$ cat src/rtl/gpio6_pkg.sv
package gpio6_pkg;
  typedef enum logic [1:0] {
    MODE_QUASI     = 2'b00,
    MODE_INPUT     = 2'b01,
    MODE_PUSHPULL  = 2'b10,
    MODE_OPENDRAIN = 2'b11
  } pin_mode_e;

  localparam int unsigned REG_W = 8;
  localparam logic [7:0] ADDR_CFG   = 8'h00;
  localparam logic [7:0] ADDR_STATE = 8'h01;
endpackage

$ cat src/rtl/gpio6_in_filter.sv
module gpio6_in_filter #(
  parameter int unsigned STABLE_N = 3,
  parameter logic        RST_VAL  = 1'b1
) (
  input  logic clk,
  input  logic rst_n,
  input  logic pin_i,
  output logic level_o
);
  localparam int unsigned CNT_W = $clog2(STABLE_N + 1);

  logic             sync1, sync2;
  logic [CNT_W-1:0] run_cnt;
  logic             level_q;

  always_ff @(posedge clk or negedge rst_n) begin
    if (!rst_n) begin
      sync1   <= RST_VAL;
      sync2   <= RST_VAL;
      run_cnt <= '0;
      level_q <= RST_VAL;
    end else begin
      sync1 <= pin_i;
      sync2 <= sync1;
      if (sync2 == level_q) begin
        run_cnt <= '0;
      end else if (run_cnt == CNT_W'(STABLE_N - 1)) begin
        level_q <= sync2;
        run_cnt <= '0;
      end else begin
        run_cnt <= run_cnt + 1'b1;
      end
    end
  end

  assign level_o = level_q;
endmodule

$ cat src/rtl/gpio6_pin_drive.sv
module gpio6_pin_drive
  import gpio6_pkg::*;
#(
  parameter int unsigned BOOST_CYC = 2
) (
  input  logic      clk,
  input  logic      rst_n,
  input  pin_mode_e mode_i,
  input  logic      state_i,
  input  logic      rise_i,
  output logic      oe_o,
  output logic      out_o,
  output logic      wpu_o
);
  localparam int unsigned BW = $clog2(BOOST_CYC + 1);

  logic [BW-1:0] boost_cnt;
  logic          boost;

  always_ff @(posedge clk or negedge rst_n) begin
    if (!rst_n) begin
      boost_cnt <= '0;
    end else if (rise_i) begin
      boost_cnt <= BW'(BOOST_CYC);
    end else if (!state_i) begin
      boost_cnt <= '0;
    end else if (boost_cnt != '0) begin
      boost_cnt <= boost_cnt - 1'b1;
    end
  end

  assign boost = (boost_cnt != '0);

  always_comb begin
    oe_o  = 1'b0;
    out_o = 1'b0;
    wpu_o = 1'b0;
    unique case (mode_i)
      MODE_QUASI: begin
        oe_o  = !state_i || boost;
        out_o = state_i && boost;
        wpu_o = state_i;
      end
      MODE_INPUT: begin
        oe_o = 1'b0;
      end
      MODE_PUSHPULL: begin
        oe_o  = 1'b1;
        out_o = state_i;
      end
      MODE_OPENDRAIN: begin
        oe_o = !state_i;
      end
      default: ;
    endcase
  end
endmodule

$ cat src/rtl/gpio6_port.sv
module gpio6_port
  import gpio6_pkg::*;
#(
  parameter int unsigned N_CFG     = 4,
  parameter int unsigned N_FIX     = 2,
  parameter int unsigned STABLE_N  = 3,
  parameter int unsigned BOOST_CYC = 2
) (
  input  logic                     clk,
  input  logic                     rst_n,
  input  logic                     bus_wr,
  input  logic [7:0]               bus_addr,
  input  logic [7:0]               bus_wdata,
  output logic [7:0]               bus_rdata,
  input  logic [N_CFG+N_FIX-1:0]   pin_in,
  output logic [N_CFG+N_FIX-1:0]   pin_out,
  output logic [N_CFG+N_FIX-1:0]   pin_oe,
  output logic [N_CFG+N_FIX-1:0]   pin_wpu
);
  localparam int unsigned N_PIN = N_CFG + N_FIX;
  localparam int unsigned CFG_W = 2 * N_CFG;

  logic [CFG_W-1:0] cfg_q;
  logic [N_PIN-1:0] state_q;
  logic [N_PIN-1:0] state_rise;
  logic [N_PIN-1:0] filt_lvl;
  logic             wr_cfg, wr_state;

  assign wr_cfg   = bus_wr && (bus_addr == ADDR_CFG);
  assign wr_state = bus_wr && (bus_addr == ADDR_STATE);

  always_ff @(posedge clk or negedge rst_n) begin
    if (!rst_n) begin
      cfg_q   <= '0;
      state_q <= '1;
    end else begin
      if (wr_cfg)   cfg_q   <= bus_wdata[CFG_W-1:0];
      if (wr_state) state_q <= bus_wdata[N_PIN-1:0];
    end
  end

  assign state_rise = wr_state ? (bus_wdata[N_PIN-1:0] & ~state_q) : '0;

  always_comb begin
    bus_rdata = '0;
    if (bus_addr == ADDR_CFG)        bus_rdata[CFG_W-1:0] = cfg_q;
    else if (bus_addr == ADDR_STATE) bus_rdata[N_PIN-1:0] = filt_lvl;
  end

  for (genvar i = 0; i < N_PIN; i++) begin : g_pin
    pin_mode_e mode;
    if (i < N_CFG) begin : g_cfg
      assign mode = pin_mode_e'(cfg_q[2*i+1 -: 2]);
    end else begin : g_fix
      assign mode = MODE_QUASI;
    end

    gpio6_pin_drive #(.BOOST_CYC(BOOST_CYC)) u_drv (
      .clk    (clk),
      .rst_n  (rst_n),
      .mode_i (mode),
      .state_i(state_q[i]),
      .rise_i (state_rise[i]),
      .oe_o   (pin_oe[i]),
      .out_o  (pin_out[i]),
      .wpu_o  (pin_wpu[i])
    );

    gpio6_in_filter #(.STABLE_N(STABLE_N), .RST_VAL(1'b1)) u_flt (
      .clk    (clk),
      .rst_n  (rst_n),
      .pin_i  (pin_in[i]),
      .level_o(filt_lvl[i])
    );
  end
endmodule

$ cat config.mk
export PLATFORM = sky130hd
export DESIGN_NAME = gpio6_port
export DESIGN_NICKNAME = d
export VERILOG_FILES = /design/src/rtl/gpio6_pkg.sv /design/src/rtl/gpio6_in_filter.sv /design/src/rtl/gpio6_pin_drive.sv /design/src/rtl/gpio6_port.sv
export SDC_FILE = /design/constraint.sdc
export NUM_CORES = 1
export LEC_CHECK = 0
export BUFFER_PORTS_ARGS = -buffer_cell sky130_fd_sc_hd__buf_2
export CAP_MARGIN = 20
export CORE_ASPECT_RATIO = 1.5
export CORE_MARGIN = 8
export CORE_UTILIZATION = 55
export DETAILED_ROUTE_END_ITERATION = 10
export GPL_TIMING_DRIVEN = 0
export PLACE_DENSITY = 0.79
export SETUP_SLACK_MARGIN = 0.2
export SLEW_MARGIN = 20
export SYNTH_ARGS = -nofsm -noshare
export SYNTH_HDL_FRONTEND = slang
export SYNTH_SLANG_ARGS = --single-unit
$ cat constraint.sdc
create_clock -name clk -period 2.3 [get_ports clk]
set_input_delay 0.69 -clock clk [delete_from_list [all_inputs] [get_ports clk]]
set_output_delay 0.69 -clock clk [all_outputs]
set_load 0.01 [all_outputs]
After elaboration in Yosys (flattened, before gate mapping) --
Cells that the tools add are included.
Operators by class: add/subtract/negate cells 12, equal/unequal tests 31, muxes and demuxes 46, bitwise logic cells 8, reductions and logical operators 37
Operators with widths (count):
- $mux 2 | 31
- $eq 2x2->1 const B | 14
- $mux 6 | 3
- $ne 3x1->1 const B | 6
- $pmux 1 s4 | 4
- $add 2x1->2 const B | 6
- $reduce_and 2->1 | 6
- $reduce_bool 2->1 | 6
- $sub 2x1->2 const B | 6
- $eq 2x1->1 const B | 4
- $eq 8x1->1 const B | 1
- $logic_and 1x1->1 | 8
- $logic_not 2->1 | 4
- $logic_not 8->1 | 1
- $pmux 1 s2 | 4
- $and 6x6->6 | 1
- $eq 1x1->1 | 6
- $logic_not 1->1 | 6
- $logic_or 1x1->1 | 6
- $not 1->1 | 6
- $not 6->6 | 1
- $mux 1 | 4
Word-level totals: flip-flop bits (word level) 56, input port bits 25

Longest topological paths before layout --
word-level depth 4, depth in mapped cells 6, gate-level depth less buffers 5

Cells and area by module --
Synthesis repeated with hierarchy kept, for this count alone.
Second synthesis, totals: cells, all modules 212, area total of the unflattened synthesis 2680.1 sq um
By module, submodules not included:
- gpio6_in_filter | instances 6, cells an instance 10, area an instance 178.9 sq um, seq. area each 128.9 sq um
- gpio6_pin_drive | instances 6, cells an instance 16, area an instance 141.4 sq um, seq. area each 50.0 sq um
- gpio6_port | instances 1, cells an instance 56, area an instance 758.2 sq um, seq. area each 357.8 sq um

Worst setup path before layout --
No wires, ideal clock.
path type input -> output, start in bus_addr[6], end out bus_rdata[6], data arrival time 1.566 ns, required time 1.610 ns, setup slack 0.044 ns, stages 3, cell sequence nor4_4 -> nand2_1 -> nor3b_1
On the way: cells in the longest elaborated chain, start to end 2
RTL lines:
- start: declaration | RTL line gpio6_port.sv:12 | input logic [7:0] bus_addr,
- $logic_not 8->1 | RTL line gpio6_port.sv:46 | if (bus_addr == ADDR_CFG) bus_rdata[CFG_W-1:0] = cfg_q;
- $mux 2 | RTL line gpio6_port.sv:46
- end: declaration | RTL line gpio6_port.sv:14 | output logic [7:0] bus_rdata,
No other way between the ends.

Worst setup path in the final report --
start in bus_addr[1], end out bus_rdata[6]
Same word-level chain as after synthesis.

==> metrics <==
layout cells sized above 1 55.0%; routed wire length 4970 µm; largest net degree at the start of global routing 57; Slew Viols, Final 0; CP Capture Type output pin; Setup violations, final 0; NumNets Final ~330; crit path buf inv count 2; flops & latches, synth 56; DRT antenna net count 0; Synth Instances between 200 and 250; Final Total Pwr 2.38 mW; # diodes 0; Reg2Reg Setup Slack approximately 1100 ps; Avg WL per Cell 13.5 µm; vias per cell between 4 and 5; WP data required between 1500 and 2000 ps; Layout fillers 350; sequential area share after synthesis 53.8%; worst reg2reg startpoint g_pin[1].u_drv.boost_cnt[1]; most frequent cells in the layout buf_2 (40), buf_4 (40), dfrtp_1 (32); Worst path max stage delay 340 ps; CTS tree built; final std cells w/o fill 368; minimum clock period 2290 ps; max-cap violation count 0; RSZ-0062 raised after global routing yes; DR pass1 iterations 4; setup TNS 0 ps; crit start category input port; status complete, no violations; DRT iter0 DRCs 54; initial antenna violation count 0; Die Area 7360 µm²; number of buffers created by CTS 5; VDD IR max 544 µV; post-route clock period utilization 99.6%; top cell type's share of synthesized area 30.1%; critical path depth in cells 5; Yosys top cell by area dfrtp_1; I/O pin cnt 51; Vias 1773; Post-synth ARST share between 90% and 100%; Worst Path Arrival 1600 ps; core area 4730 µm²; clock slew at the register clock pins of the worst setup and hold paths 90 ps; vias in the first global route roughly 1900; Post-Place Cells 339; CTS Buffer Depth 2; WS Path Type input port to output pin; Post-synth EDFFs 0; die height 101 µm; syn avg cell area ~12 µm²; Hold Crit Class register to register; GRT Overall Usage 14.2%; Final Hold Fails 0; CP Max Fanout 8; Fmax 0.437 GHz; clock sinks 56; Power Dens Cells 696 nW/µm²; Post-Syn Area 2660 µm²; Congestion Overflow GR 0; Post-route DRC 0; clk_lat worst skew roughly 310 ps; syn_nets 255; main area contributors after synthesis dfrtp_1 (30%), dfstp_2 (24%), mux2_2 (6.8%); I/O Buffers between 40 and 50; Cell Chain, Critical Path buf_6 > nor4_4 > nand2_4 > nor3b_2 > buf_2; clk root buf clkbuf_8; Tightest Pin Transition 676 ps; Starting Density 56.2%; Top FF cell, synth dfrtp_1; kind of cell adding the most delay to the critical path simple AND/OR/NAND/NOR gates; LEAKAGE 1.64 nW; worst reg2reg endpoint g_pin[1].u_drv.boost_cnt[1]; Die W 72.8 µm; reg2reg path depth 6; CP startpoint bus_addr[1]; HPWL after DPL 3430 µm; Placer Congestion 0.734; FP Rows 31; worst setup path endpoint bus_rdata[6]; relative slew slack 54.9%; htree depth 2; first-pass GRT wire length 8380 µm; post-synth cell types 27; area delta synth->final 28.7%; Yosys warning count 0; Final Skew slightly below 6 ps; CP max-delay cell nor4_4
[area by class of cell]
class	count	area, µm²	share of cell area, %
Clock inverter	3	42.5	1.24
Timing Repair Buffer	70	462	13.5
Tap cell	66	82.6	2.41
Clock buffer	5	68.8	2.01
Multi-Input combinational cell	133	1130	33.0
Sequential cell	56	1430	41.8
Inverter	15	56.3	1.64
Buffer	20	151	4.42
[worst min path at each step]
stage / startpoint / end / slack, ps / depth (start not counted)
final: g_pin[0].u_flt.sync1 / g_pin[0].u_flt.sync2 / 360 / 0
after detailed placement: g_pin[2].u_flt.sync1 / g_pin[2].u_flt.sync2 / 350 / 0
after floorplan: g_pin[0].u_flt.sync1 / g_pin[0].u_flt.sync2 / 350 / 0
after global routing: g_pin[2].u_flt.sync1 / g_pin[2].u_flt.sync2 / 360 / 0
after CTS: g_pin[2].u_flt.sync1 / g_pin[2].u_flt.sync2 / 360 / 0
after global placement: g_pin[0].u_flt.sync1 / g_pin[0].u_flt.sync2 / 350 / 0
[through the flow]
| stage | hold slack, ps | setup WS [ps] | instance area [µm²] | util (%) |
|---|---|---|---|---|
| after floorplan | 345 | 172 | 2670 | - |
| after global placement | 345 | -126 | 3000 | 63.4 |
| after detailed placement | 347 | -136 | 3000 | 63.5 |
| after CTS | 361 | -45.6 | 3280 | 69.4 |
| after global routing | 363 | -26.0 | 3420 | 72.3 |
| final | 359 | 9.19 | 3420 | 72.3 |
[flip-flops by register name, summed over array words and instances (netlist names)]
register,flops
g_pin.u_flt.run_cnt,12
g_pin.u_flt.sync2,6
g_pin.u_drv.boost_cnt,12
state_q,6
cfg_q,8
g_pin.u_flt.level_o,6
g_pin.u_flt.sync1,6
[report_power, final]
part | switching, mW | internal [mW]
Combinational | 0.163 | 0.253
Clock | 0.313 | 0.322
Sequential | 0.126 | 1.20
Total | 0.602 | 1.78
[repair_timing]
item                       in CTS  in global routing
pin swaps                      12                  8
setup buffers                  10                 11
hold buffers                    0                  0
resized for setup              23                 14
setup endpoints to repair      15                 18
[per-layer routing]
metal | global-route usage [%] | wire length, µm
met1 | 15.6 | 2020
met2 | 24.8 | 2600
met3 | 4.96 | 290
met4 | 4.49 | 54
met5 | 0 | 0
[synth_stat cells, drive strengths merged (7+ instances only)]
library cell / n
nor2: 14
buf: 20
nor3: 7
mux2: 20
nand2b: 14
dfstp: 24
nor3b: 8
nor2b: 8
dfrtp: 32
xnor2: 12
inv: 15
nand2: 9
[cells by family (layout without fill, tap and decap cells)]
family,count (synthesis),count (layout),share of synthesized area (%)
xor+xnor,12,12,3.95
fa+ha+maj,6,6,2.82
compound gates,20,20,4.89
flops,56,56,53.8
mux,26,26,11.3
buf+inv,35,113,7.81
simple gates,69,69,15.4
(Power assumes the default switching activity.)
